File: src/rtl/uart_irq_pkg.sv
package uart_irq_pkg;

  // Number of interrupt sources, in priority order
  localparam int unsigned SRC_N = 4;
  localparam int unsigned SRC_IDX_W = $clog2(SRC_N);
  localparam int unsigned REG_W = 8;

  // Priority index (0 = highest)
  typedef enum logic [SRC_IDX_W-1:0] {
    PRI_LINE    = 2'd0,
    PRI_RXDATA  = 2'd1,
    PRI_TXEMPTY = 2'd2,
    PRI_MODEM   = 2'd3
  } prio_e;

  // Enable register bit positions
  localparam int unsigned EN_RXDATA  = 0;
  localparam int unsigned EN_TXEMPTY = 1;
  localparam int unsigned EN_LINE    = 2;
  localparam int unsigned EN_MODEM   = 3;

  localparam logic [REG_W-1:0] CODE_IDLE = 8'h01;

  // Identification code for a granted priority index
  function automatic logic [REG_W-1:0] prio_code(input logic [SRC_IDX_W-1:0] idx);
    logic [REG_W-1:0] c;
    case (idx)
      PRI_LINE:    c = 8'h06;
      PRI_RXDATA:  c = 8'h04;
      PRI_TXEMPTY: c = 8'h02;
      default:     c = 8'h00;
    endcase
    return c;
  endfunction

  // Reorder enable bits from register layout to priority layout
  function automatic logic [SRC_N-1:0] en_to_prio(input logic [SRC_N-1:0] en);
    logic [SRC_N-1:0] p;
    p[PRI_LINE]    = en[EN_LINE];
    p[PRI_RXDATA]  = en[EN_RXDATA];
    p[PRI_TXEMPTY] = en[EN_TXEMPTY];
    p[PRI_MODEM]   = en[EN_MODEM];
    return p;
  endfunction

endpackage

File: src/rtl/uart_irq_enable.sv
module uart_irq_enable #(
  parameter int unsigned REG_W = 8,
  parameter int unsigned USED_W = 4
) (
  input  logic              clk,
  input  logic              rst_n,
  input  logic              we,
  input  logic [REG_W-1:0]  wdata,
  output logic [USED_W-1:0] en,
  output logic [REG_W-1:0]  rdata
);
  localparam int unsigned PAD_W = REG_W - USED_W;

  logic [USED_W-1:0] en_q;

  always_ff @(posedge clk or negedge rst_n) begin
    if (!rst_n)  en_q <= '0;
    else if (we) en_q <= wdata[USED_W-1:0];
  end

  assign en    = en_q;
  assign rdata = {{PAD_W{1'b0}}, en_q};
endmodule

File: src/rtl/uart_irq_thre_pend.sv
module uart_irq_thre_pend (
  input  logic clk,
  input  logic rst_n,
  input  logic load_evt,
  input  logic wr_evt,
  input  logic rd_evt,
  output logic set_evt,
  output logic clr_evt,
  output logic pend
);
  logic pend_q;

  assign set_evt = load_evt;
  assign clr_evt = (wr_evt | rd_evt) & ~load_evt;

  always_ff @(posedge clk or negedge rst_n) begin
    if (!rst_n)       pend_q <= 1'b0;
    else if (set_evt) pend_q <= 1'b1;
    else if (clr_evt) pend_q <= 1'b0;
  end

  assign pend = pend_q;
endmodule

File: src/rtl/uart_irq_prio.sv
module uart_irq_prio #(
  parameter int unsigned N = 4,
  localparam int unsigned IDX_W = (N > 1) ? $clog2(N) : 1
) (
  input  logic [N-1:0]     req,
  output logic [N-1:0]     grant,
  output logic [IDX_W-1:0] idx,
  output logic             any
);
  logic [N-1:0] blocked;

  assign blocked[0] = 1'b0;
  for (genvar i = 1; i < N; i++) begin : g_chain
    assign blocked[i] = blocked[i-1] | req[i-1];
  end

  for (genvar i = 0; i < N; i++) begin : g_grant
    assign grant[i] = req[i] & ~blocked[i];
  end

  always_comb begin
    idx = '0;
    for (int i = 0; i < N; i++) begin
      if (grant[i]) idx = IDX_W'(i);
    end
  end

  assign any = |req;
endmodule

File: src/rtl/uart_irq_ident.sv
module uart_irq_ident
  import uart_irq_pkg::*;
(
  input  logic       clk,
  input  logic       rst_n,
  input  logic       ier_we,
  input  logic [7:0] ier_wdata,
  output logic [7:0] ier_q,
  input  logic [3:0] lsr_err,
  input  logic       rx_ready,
  input  logic       thr_empty,
  input  logic [3:0] msr_delta,
  input  logic       shift_load,
  input  logic       thr_write,
  input  logic       iir_read,
  output logic [7:0] iir_q,
  output logic       irq
);
  logic [SRC_N-1:0]     ier_en;
  logic [SRC_N-1:0]     raw_src;
  logic [SRC_N-1:0]     req;
  logic [SRC_N-1:0]     grant;
  logic [SRC_IDX_W-1:0] win_idx;
  logic                 any_req;
  logic                 thre_pend;
  logic                 pend_set;
  logic                 pend_clr;
  logic [REG_W-1:0]     iir_r;
  logic                 irq_r;

  uart_irq_enable #(.REG_W(REG_W), .USED_W(SRC_N)) u_en (
    .clk(clk), .rst_n(rst_n), .we(ier_we), .wdata(ier_wdata),
    .en(ier_en), .rdata(ier_q)
  );

  uart_irq_thre_pend u_pend (
    .clk(clk), .rst_n(rst_n), .load_evt(shift_load), .wr_evt(thr_write),
    .rd_evt(iir_read), .set_evt(pend_set), .clr_evt(pend_clr), .pend(thre_pend)
  );

  // Raw causes in priority order
  always_comb begin
    raw_src              = '0;
    raw_src[PRI_LINE]    = |lsr_err;
    raw_src[PRI_RXDATA]  = rx_ready;
    raw_src[PRI_TXEMPTY] = thr_empty & thre_pend;
    raw_src[PRI_MODEM]   = |msr_delta;
  end

  assign req = raw_src & en_to_prio(ier_en);

  uart_irq_prio #(.N(SRC_N)) u_prio (
    .req(req), .grant(grant), .idx(win_idx), .any(any_req)
  );

  always_ff @(posedge clk or negedge rst_n) begin
    if (!rst_n) begin
      iir_r <= CODE_IDLE;
      irq_r <= 1'b0;
    end else begin
      iir_r <= any_req ? prio_code(win_idx) : CODE_IDLE;
      irq_r <= |grant;
    end
  end

  assign iir_q = iir_r;
  assign irq   = irq_r;
endmodule

File: config.mk
export PLATFORM = sky130hd
export DESIGN_NAME = uart_irq_ident
export DESIGN_NICKNAME = d
export VERILOG_FILES = /design/src/rtl/uart_irq_pkg.sv /design/src/rtl/uart_irq_enable.sv /design/src/rtl/uart_irq_thre_pend.sv /design/src/rtl/uart_irq_prio.sv /design/src/rtl/uart_irq_ident.sv
export SDC_FILE = /design/constraint.sdc
export NUM_CORES = 1
export LEC_CHECK = 0
export BUFFER_PORTS_ARGS = -buffer_cell sky130_fd_sc_hd__buf_4
export CAP_MARGIN = 20
export CORE_AREA = 2 2 39 41
export DETAILED_ROUTE_END_ITERATION = 7
export DIE_AREA = 0 0 41 43
export PLACE_DENSITY = 0.82
export SLEW_MARGIN = 15
export SYNTH_ARGS = -nofsm -noshare
export SYNTH_HDL_FRONTEND = slang
export SYNTH_SLANG_ARGS = --single-unit
File: constraint.sdc
create_clock -name clk -period 1.4 [get_ports clk]
set_input_delay 0.07 -clock clk [delete_from_list [all_inputs] [get_ports clk]]
set_output_delay 0.07 -clock clk [all_outputs]
set_load 0.02 [all_outputs]
# Word level (Yosys, flattened, before mapping)
# Index checks and enable logic that the tools add are counted.
# classes
n_eq_ne	2
n_mux	7
bitwise	13
n_reduce_logical	6
# op_table
operator	n
OR reduction 4 bit	4
case mux 3 bit (3 select lines)	1
2-to-1 mux 8 bit	1
bitwise AND 1 bit	5
bitwise AND 4 bit	1
2-to-1 mux 2 bit	2
inverter 1 bit	4
2-to-1 mux 1 bit	3
bitwise OR 1 bit	3
== test 2 x 1 -> 1 bit, second input constant	1
== test 2 bit, second input constant	1
zero test 2 bit	1
nonzero test 2 bit	1
# totals
register_bits	14
in_bits	24
out_inout_bits	17
elab_cells	32

# Depth between registers and ports, before layout
# depth
word_depth	10
depth_mapped	2

# Modules after synthesis
# A second synthesis with hierarchy kept.
# unflattened
cells_unflattened	50
hier_area_um2	519.2
# modules_own_cells
mod	instances	cells_per_inst	area_per_inst_um2
uart_irq_enable	1	17	209.0
uart_irq_ident	1	18	201.4
uart_irq_prio	1	10	58.8
uart_irq_thre_pend	1	5	50.0

# Least setup slack after synthesis
# No wires, ideal clock.
# synth_timing
kind	reg2reg
startpoint	reg, netlist name u_en.en[2]
endpoint	reg u_en.en_q[2], in the netlist u_en.en[2]
arrival_ps	748
required_time_ps	1275
path_slack_ps	527
stages_incl_launch_ff	2
n_path_buf	0
synth_period_minus_slack_ps	873
cell_sequence	dfrtp_1 -> mux2_2
# synth_rtl
item	line	source
end signal, assigned	uart_irq_enable.sv:18	else if (we) en_q <= wdata[USED_W-1:0];
end, declared	uart_irq_enable.sv:14	logic [USED_W-1:0] en_q;

# Final worst setup path
# layout_timing
startpoint	reg iir_r[0], in the netlist iir_q[0]
endpoint	out iir_q[0]
# layout_rtl
item	line	source
start, declared	uart_irq_ident.sv:28	logic [REG_W-1:0] iir_r;
start signal, assigned	uart_irq_ident.sv:61	iir_r <= any_req ? prio_code(win_idx) : CODE_IDLE;
end, declared	uart_irq_ident.sv:16	output logic [7:0] iir_q,
# No word-level cell between the ends.

==> flow_summary.yaml <==
critical_path:
  crit_path_cell_trace: "buf_4"
  path_depth: 1
  required_ns: 1.33
  r2r_cells: 1
  crit_path_start_kind: "register"
  end_kind: "output pin"
  worst-path-buf-inv: 1
  slowest_stage: "dfstp_2"
  path_max_fanout: 1
  crit_type: "reg2out"
  crit_arrival_ns: 0.89
  max_stage_delay_ns: 0.51
  crit_family: "flip-flops"
timing:
  fin_skew_ns: 0.00457
  final-setup-viol-count: 0
  slew_violations: 0
  fin_crit_sh_pct: 68.8
  fin_ws_ns: 0.436
  final-hold-violation-count: 0
  fmax_mhz: 1040
  rsz0062_at_grt: "false"
  min_period_ns: 0.964
  setup_tns_ns: 0
run:
  cap_violations: 0
die:
  row_count: 14
  dieArea_sq_mm: 0.00176
  die_w_um: 41
  start_util_pct: 31.0
  core-area_sq_mm: 0.00138
  die_h_um: 43
  io_pins: 41
finish:
  fillCellCount: 145
  fin_area_sq_um: 661
  layout-drive-gt1-share_pct: 54.5
  multi_input_area_sq_um: 165
  final_cells: 82
  regArea_sq_um: 226
  area_growth_pct: 53.9
  n_antenna_cell: 0
  fin_nets: 91
placed_design:
  io_buffer_count: 27
  pre_cts_slack_ns: 0.452
  dpl.hpwl_um: 694
  placed_cells: 76
  gp_congestion: 0.654
  post_dp_cell_area_sq_um: 614
clocking:
  path_clk_slew_ns: 0.06
  cts_made_buffers: 3
  cts_buffer_depth: 2
  cts_tree: "done"
  cts_htree_levels: 1
  post_cts_resized: 0
  clock_sinks: 9
  insertion_delay_ns: 0.25
  cts_root_buf: "clkbuf_4"
power_and_ir_drop:
  leakage_nw: 0.334
  powerDensity_mw_per_mm2: 1040
  vdd_ir_drop_max_uv: 406
  p_int_mw: 0.490
  p_sw_share_pct: 28.5
  combPwrFrac_pct: 26.9
  p_clk_share_pct: 28.6
  power.switching_mw: 0.196
  seq_power_share_pct: 44.5
detailed_routing:
  drt_iter0_drc: 2
  drc_errors: 0
  num_vias: 360
  via_per_inst: 4.39
  wl_per_cell_um: 10.4
  drtAntennaViolNets: 0
  drtPass1Iterations: 2
  routed_wl_um: 851
synth:
  syn_area_per_cell_sq_um: 12.6
  syn_inst: 34
  yosysWarnings: 0
  synth_area_sq_um: 429
  yosys_register_bits: 9
  ys_seq_area_share_pct: 52.8
  ys_types: 15
status:
  status: "completed"
worst_hold_path:
  min_path_cells: 2
  hold_path.class: "in2reg"
global_routing:
  grt_pass1_wl_um: 1250
  antenna_found_initial: 0
  track_usage_pct: 10.9
  first_global_vias: 336
  overflow: 0
  grt_max_degree: 10
==> Yosys cell counts <==
library cell,instances,area [sq um]
a21o_1,1,7.51
and2_1,1,6.26
and4_1,1,8.76
buf_4,9,67.6
conb_1,1,3.75
dfrtp_1,8,200
dfstp_2,1,26.3
mux2_2,4,45.0
nand2_1,2,7.51
nand3_1,1,5.00
nand4_1,1,6.26
nor2_1,1,3.75
o21ai_0,1,5.00
o41ai_1,1,8.76
o41ai_4,1,27.5
==> final timing paths <==
check,start,endpoint,slack (ns)
setup / recovery,iir_q[0],iir_q[0],0.44
min in group asynchronous,rst_n,u_pend.pend,0.17
max in group asynchronous,rst_n,iir_q[0],1.02
hold / removal,ier_wdata[1],u_en.en[1],0.04
setup reg to reg,u_en.en[2],u_en.en[2],0.59
hold reg to reg,u_pend.pend,u_pend.pend,0.49
==> cell type report <==
class	instances	share of cell area, %
multi-input combinational	24	25.0
timing repair buffer	29	33.7
tap	16	3.03
sequential	9	34.3
clock buffer	4	3.98
==> state kept, by name, indices dropped and copies added (netlist names) <==
name and count:
iir_q 3, u_pend.pend 1, irq 1, u_en.en 4
==> per-layer routing <==
| metal | global-route usage [%] | vias to the layer above | share of wire [%] |
|---|---|---|---|
| met2 | 20.0 | 17 | 60 |
| li1 | - | 165 | - |
| met1 | 9.30 | 178 | 30 |
| met3 | 3.14 | 0 | 9.5 |
| met5 | 0 | - | 0 |
| met4 | 6.00 | 0 | 0 |
==> power groups by stage <==
stage | Sequential [mW] | Clock, mW | Combinational [mW]
2_1_floorplan | 0.340 | 0 | 0.0742
3_3_place_gp | 0.308 | 0 | 0.178
3_5_place_dp | 0.310 | 0 | 0.182
4_1_cts | 0.306 | 0.207 | 0.187
5_1_grt | 0.308 | 0.218 | 0.199
6_report | 0.305 | 0.196 | 0.184
==> through the flow <==
stage / hold slack, ns / power, mW / utilization, %
2_1_floorplan: -0.226 / 0.414 / -
3_3_place_gp: -0.104 / 0.487 / 44.4
3_5_place_dp: -0.0985 / 0.492 / 44.4
4_1_cts: 0.0369 / 0.700 / 47.7
5_1_grt: 0.0395 / 0.725 / 47.7
6_report: 0.0436 / 0.686 / 47.7
==> what timing repair did <==
action,CTS,global route
buffers inserted,0,0
hold buffers,2,0
endpoints found under the setup margin,0,0
endpoints found under the hold margin,10,0
==> placed cells by master, fill, tap and decap left out <==
cell	synthesis	routed
nand4_1	1	1
mux2_2	4	4
conb_1	1	9
nand3_1	1	1
clkbuf_4	0	3
o21ai_0	1	1
o41ai_4	1	1
o41ai_1	1	1
buf_4	9	27
nor2_1	1	1
nand2_1	2	2
dfstp_2	1	1
dfrtp_1	8	8
and4_1	1	1
clkbuf_1	0	1
dlygate4sd3_1	0	2
and2_1	1	1
a21o_1	1	1
==> logic make-up after synthesis <==
family	synth area share [%]
DFF	52.8
buffers and inverters	15.7
and+or+nand+nor	8.75
AOI/OAI and AO/OA	11.4
muxes	10.5
other	0.874
No activity file was read; power rests on OpenSTA's default activity.
